==> config.mk <==
export PLATFORM = sky130hd
export DESIGN_NAME = tier_wlock
export DESIGN_NICKNAME = d
export VERILOG_FILES = /design/src/rtl/twl_pkg.sv /design/src/rtl/twl_level.sv /design/src/rtl/twl_policy.sv /design/src/rtl/twl_bank.sv /design/src/rtl/tier_wlock.sv
export SDC_FILE = /design/constraint.sdc
export NUM_CORES = 1
export LEC_CHECK = 0
export BUFFER_PORTS_ARGS = -buffer_cell sky130_fd_sc_hd__buf_2
export CAP_MARGIN = 40
export CORE_MARGIN = 10
export CORE_UTILIZATION = 41
export DETAILED_ROUTE_END_ITERATION = 7
export PLACE_DENSITY = 0.78
export SLEW_MARGIN = 0
export SYNTH_ARGS = -nofsm -noshare
export SYNTH_HDL_FRONTEND = slang
export SYNTH_SLANG_ARGS = --single-unit
==> constraint.sdc <==
create_clock -name clk -period 1.88 [get_ports clk]
set_input_delay 0.094 -clock clk [delete_from_list [all_inputs] [get_ports clk]]
set_output_delay 0.094 -clock clk [all_outputs]
set_load 0.05 [all_outputs]
==> src/rtl/twl_pkg.sv <==
package twl_pkg;
  localparam int CFG_W      = 15;
  localparam int DT_LSB     = 0;
  localparam int DT_W       = 8;
  localparam int BRK_EN_B   = 8;
  localparam int BRK_POL_B  = 9;
  localparam int AUTO_OE_B  = 10;
  localparam int IDLE_OFF_B = 11;
  localparam int RUN_OFF_B  = 12;
  localparam int LVL_LSB    = 13;
  localparam int LVL_W      = 2;
  localparam int BANK_W     = LVL_LSB;

  typedef enum logic [1:0] {
    LVL_OPEN  = 2'b00,
    LVL_BASIC = 2'b01,
    LVL_MID   = 2'b10,
    LVL_FULL  = 2'b11
  } lvl_e;
endpackage

==> src/rtl/twl_level.sv <==
module twl_level
  import twl_pkg::*;
(
  input  logic             clk,
  input  logic             rst,
  input  logic             we,
  input  logic [LVL_W-1:0] wdata,
  output logic [LVL_W-1:0] level,
  output logic             frozen
);
  always_ff @(posedge clk) begin
    if (rst) begin
      level  <= '0;
      frozen <= 1'b0;
    end else if (we && !frozen) begin
      level  <= wdata;
      frozen <= 1'b1;
    end
  end


  frozen_sticky_chk: assert property (@(posedge clk) disable iff (rst)
    frozen |=> frozen);

  level_hold_chk: assert property (@(posedge clk) disable iff (rst)
    frozen |=> $stable(level));

  freeze_cause_chk: assert property (@(posedge clk) disable iff (rst)
    $rose(frozen) |-> $past(we));
endmodule

==> src/rtl/twl_policy.sv <==
module twl_policy
  import twl_pkg::*;
#(
  parameter int NCH  = 4,
  parameter int CMPW = 4
) (
  input  logic [LVL_W-1:0]     level,
  input  logic                 frozen,
  input  logic [NCH-1:0]       chan_out,
  output logic [CFG_W-1:0]     wen_cfg,
  output logic [2*NCH-1:0]     wen_idle,
  output logic [2*NCH-1:0]     wen_pol,
  output logic [NCH*CMPW-1:0]  wen_cmp
);
  logic tier1, tier2, tier3;

  always_comb begin
    tier1 = (lvl_e'(level) != LVL_OPEN);
    tier2 = (lvl_e'(level) == LVL_MID) || (lvl_e'(level) == LVL_FULL);
    tier3 = (lvl_e'(level) == LVL_FULL);
  end

  always_comb begin
    wen_cfg = '0;
    wen_cfg[DT_LSB +: DT_W]        = {DT_W{~tier1}};
    wen_cfg[BRK_EN_B]              = ~tier1;
    wen_cfg[BRK_POL_B]             = ~tier1;
    wen_cfg[AUTO_OE_B]             = ~tier1;
    wen_cfg[IDLE_OFF_B]            = ~tier2;
    wen_cfg[RUN_OFF_B]             = ~tier2;
    wen_cfg[LVL_LSB +: LVL_W]      = {LVL_W{~frozen}};
  end

  for (genvar c = 0; c < NCH; c++) begin : g_ch
    assign wen_idle[2*c +: 2]       = {2{~tier1}};
    assign wen_pol[2*c +: 2]        = {2{~(tier2 & chan_out[c])}};
    assign wen_cmp[c*CMPW +: CMPW]  = {CMPW{~(tier3 & chan_out[c])}};
  end
endmodule

==> src/rtl/twl_bank.sv <==
module twl_bank #(
  parameter int W = 8
) (
  input  logic         clk,
  input  logic         rst,
  input  logic         we,
  input  logic [W-1:0] wdata,
  input  logic [W-1:0] en,
  output logic [W-1:0] q
);
  logic [W-1:0] mask;

  always_comb mask = en & {W{we}};

  always_ff @(posedge clk) begin
    if (rst) q <= '0;
    else     q <= (q & ~mask) | (wdata & mask);
  end


  locked_bits_hold_chk: assert property (@(posedge clk) disable iff (rst)
    we |=> (((q ^ $past(q)) & ~$past(en)) == '0));

  no_strobe_hold_chk: assert property (@(posedge clk) disable iff (rst)
    !we |=> $stable(q));
endmodule

==> src/rtl/tier_wlock.sv <==
module tier_wlock
  import twl_pkg::*;
#(
  parameter int NCH  = 4,
  parameter int CMPW = 4,
  localparam int PW  = 2*NCH,
  localparam int CW  = NCH*CMPW
) (
  input  logic             clk,
  input  logic             rst,
  input  logic [NCH-1:0]   chan_out,
  input  logic             cfg_we,
  input  logic [CFG_W-1:0] cfg_wdata,
  input  logic             idle_we,
  input  logic [PW-1:0]    idle_wdata,
  input  logic             pol_we,
  input  logic [PW-1:0]    pol_wdata,
  input  logic             cmp_we,
  input  logic [CW-1:0]    cmp_wdata,
  output logic [CFG_W-1:0] cfg_q,
  output logic [PW-1:0]    idle_q,
  output logic [PW-1:0]    pol_q,
  output logic [CW-1:0]    cmp_q,
  output logic [1:0]       level_q,
  output logic             level_frozen,
  output logic [CFG_W-1:0] wen_cfg,
  output logic [PW-1:0]    wen_idle,
  output logic [PW-1:0]    wen_pol,
  output logic [CW-1:0]    wen_cmp
);
  logic [BANK_W-1:0] bank_q;

  twl_level u_level (
    .clk    (clk),
    .rst    (rst),
    .we     (cfg_we),
    .wdata  (cfg_wdata[LVL_LSB +: LVL_W]),
    .level  (level_q),
    .frozen (level_frozen)
  );

  twl_policy #(.NCH(NCH), .CMPW(CMPW)) u_policy (
    .level    (level_q),
    .frozen   (level_frozen),
    .chan_out (chan_out),
    .wen_cfg  (wen_cfg),
    .wen_idle (wen_idle),
    .wen_pol  (wen_pol),
    .wen_cmp  (wen_cmp)
  );

  twl_bank #(.W(BANK_W)) u_cfg (
    .clk (clk), .rst (rst), .we (cfg_we),
    .wdata (cfg_wdata[BANK_W-1:0]), .en (wen_cfg[BANK_W-1:0]), .q (bank_q)
  );

  twl_bank #(.W(PW)) u_idle (
    .clk (clk), .rst (rst), .we (idle_we),
    .wdata (idle_wdata), .en (wen_idle), .q (idle_q)
  );

  twl_bank #(.W(PW)) u_pol (
    .clk (clk), .rst (rst), .we (pol_we),
    .wdata (pol_wdata), .en (wen_pol), .q (pol_q)
  );

  twl_bank #(.W(CW)) u_cmp (
    .clk (clk), .rst (rst), .we (cmp_we),
    .wdata (cmp_wdata), .en (wen_cmp), .q (cmp_q)
  );

  assign cfg_q = {level_q, bank_q};


  brk_en_open_only_chk: assert property (@(posedge clk) disable iff (rst)
    !$stable(cfg_q[BRK_EN_B]) |-> ($past(level_q) == 2'b00));

  off_sel_tier_chk: assert property (@(posedge clk) disable iff (rst)
    !$stable(cfg_q[RUN_OFF_B:IDLE_OFF_B]) |-> !$past(level_q[1]));

  dead_time_tier_chk: assert property (@(posedge clk) disable iff (rst)
    !$stable(cfg_q[DT_LSB +: DT_W]) |-> ($past(level_q) == 2'b00));
endmodule

==> flow_summary_export.csv <==
group,metric,value,unit
worst_setup_path,path_class,"flop to output port",
synth,netlist_area,0.00224,mm^2
routing,routed_wl,6.60,mm
pwr,p_total,2.53,mW
worst_setup_path,cp-end-kind,"output port",
timing,post-route-min-period,1.70,ns
min_path,hold_depth,3,
timing,fin_worst_skew,0.00491,ns
synth,ys_types,19,
pwr,powerDensity,888,mW/mm^2
clock_network,cts_buffer_depth,2,
pwr,clkPwrFrac,22.6,%
floorplan,rows,26,
clock_network,clkTransAtPathRegs,0.09,ns
worst_setup_path,critPathRequiredTime,1.79,ns
synth,syn_nets,292,
final_layout,multi_input_area,911,um^2
floorplan,io_pins,154,
timing,min_period_over_period,90.3,%
grt,grtUsageTotal,13.6,%
routing,ant_nets,0,
worst_setup_path,critPathSlowestCell,"dfxtp_1",
status,outcome,"complete, no violations",
final_layout,seq_area,962,um^2
routing,drc,0,
worst_setup_path,cp_max_fo,10,
clock_network,post_cts_buffers,0,
clock_network,htreeDepth,2,
pwr,peakVddDrop,0.593,mV
worst_setup_path,crit_chain,"nand3_1 -> buf_2",
final_layout,stdcell_area,0.00285,mm^2
floorplan,core_region_area,0.00520,mm^2
worst_setup_path,path_buf_inv,1,
pwr,p_sw,0.981,mW
placement,place_area,0.00277,mm^2
timing,maxSlewViolCount,0,
timing,rsz0062_at_grt,"no",
min_path,min_from,"cfg_wdata[0]",
worst_setup_path,start_kind,"flop",
flow_run,cap_viol_max_count,0,
final_layout,final_common_cell,"buf_2",
routing,first_pass_iters,4,
worst_setup_path,reg2reg_setup_slack,0.36,ns
clock_network,cts_root_buf,"clkbuf_8",
synth,avgSynthCellArea,9.53,um^2
final_layout,final_cells,418,
grt,grt_max_degree,44,
worst_setup_path,reg2reg_depth,3,
pwr,power_frac_comb,32.9,%
placement,dpl.cell_count,411,
pwr,p_leak,1.40,nW
synth,ys_warn_count,0,
worst_setup_path,critPathTopFamily,"flip-flops",
final_layout,layout.nets,405,
clock_network,postCtsHoldBufs,0,
final_layout,syn2layout_area_growth,27.4,%
clock_network,cts-buffers-inserted,5,
routing,vias,1932,
worst_setup_path,critPathArrivalTime,1.60,ns
final_layout,n_antenna_cell,0,
timing,setup_ws,0.182,ns
placement,routabilityCongestion,0.743,
min_path,worstHoldPathType,"input port to flop",
routing,drt-wirelength-per-cell,15.8,um
pwr,power_frac_seq,44.5,%
pwr,switching_share,38.7,%
worst_setup_path,r2r_start,"u_level.level[0]",
timing,fmax,0.589,GHz
routing,drt-vias-per-instance,4.62,
final_layout,drive_above_1_share,49.4,%
floorplan,dieArea,0.00882,mm^2
worst_setup_path,slowest_delay,0.64,ns
final_layout,mostFrequentLayoutCells,"buf_2, dfxtp_1, nor2_1, mux2i_1, nand2b_1",
grt,grt_pass1_wl,9.72,mm
clock_network,cts.sinks,48,
clock_network,cts_tree,"done",
grt,grt_pass1_vias,2015,
final_layout,final_util,54.8,%
placement,io_buffers,153,
timing,finalHoldViolations,0,
placement,preCtsSetupSlack,0.152,ns
final_layout,fillers,479,
timing,finalSetupViolCount,0,
placement,hpwl,5.39,mm
pwr,intPower,1.55,mW
routing,initialDrtViolationCount,54,
clock_network,clk_latency,0.29,ns
grt,antenna_found_initial,0,
floorplan,start_util,43.0,%
synth,ys_seq_area_share,42.9,%
timing,tightestPinTransition,0.615,ns
synth,synth_cells,235,
synth,ys_ff_latch,48,
timing,slew_headroom,59.0,%
floorplan,fp.dieW,93.9,um
grt,overflow,0,
floorplan,die_h,93.9,um
==> power groups by stage <==
stage / Sequential [mW] / Clock [mW] / Combinational [mW]
6_report: 1.13 / 0.572 / 0.834
5_1_grt: 1.14 / 0.635 / 0.881
4_1_cts: 1.13 / 0.598 / 0.844
3_5_place_dp: 1.15 / 0 / 0.843
3_3_place_gp: 1.15 / 0 / 0.835
2_1_floorplan: 1.37 / 0 / 0.471
==> cells by family after synthesis <==
kind of cell           synth area share [%]
AOI/OAI and AO/OA                      5.42
buffers and inverters                  16.7
DFF                                    42.9
muxes                                  13.9
and+or+nand+nor                        21.1
==> cell usage after synthesis <==
cell type,n,share of area (%)
a21boi_0,1,0.34
a21boi_2,3,1.5
and2_1,4,1.1
buf_2,5,1.1
buf_4,40,13
buf_6,2,1.0
clkbuf_1,5,0.84
dfxtp_1,48,43
inv_1,2,0.34
mux2i_1,31,14
nand2_1,4,0.67
nand2b_1,17,4.8
nand3_1,4,0.89
nand4b_1,16,6.3
nor2_1,34,5.7
nor2b_1,1,0.28
nor3b_2,1,0.56
nor3b_4,1,0.84
o21ai_0,16,3.6
==> what timing repair did <==
action	CTS	global route
resized for setup	1	0
endpoints found under the setup margin	15	0
endpoints found under the hold margin	0	0
==> how the worst max path moves through the flow <==
stage / start / end / slack, ns / depth (start not counted)
floorplan: u_level.level[0] / flop / -0.17 / 4
CTS: u_level.level[0] / wen_cmp[8] / 0.15 / 2
detailed placement: u_level.level[1] / flop / 0.15 / 3
global placement: u_level.level[1] / flop / 0.23 / 3
finish: u_level.level[0] / wen_cmp[8] / 0.18 / 2
global route: u_level.level[0] / wen_cmp[14] / 0.03 / 2
==> per-stage QoR <==
stage	hold slack (ns)	setup TNS (ns)
2_1_floorplan	0.210	-3.49
3_3_place_gp	0.325	0
3_5_place_dp	0.337	0
4_1_cts	0.0255	0
5_1_grt	0.0353	0
6_report	0.0295	0
==> layout make-up <==
class	instances	area share, %
Sequential cell	48	33.7
Multi-Input combinational cell	133	31.9
Timing Repair Buffer	158	28.2
Tap cell	70	3.07
Clock buffer	5	2.41
Clock inverter	2	0.439
Inverter	2	0.263
==> worst register-to-register path: stages, from the launching register on <==
cell and delay, ns:
dfxtp_1 0.64, nand3_1 0.33, and2_1 0.28, o21ai_0 0.19
==> layer usage <==
metal | part of all wire, % | up-vias | GRT usage [%]
met2 | 47 | 102 | 24.0
met1 | 36 | 855 | 12.9
met3 | 16 | 7 | 8.87
met4 | 0.94 | 0 | 3.16
li1 | - | 968 | -
met5 | 0 | - | 0
No activity file was read; power rests on OpenSTA's default activity.
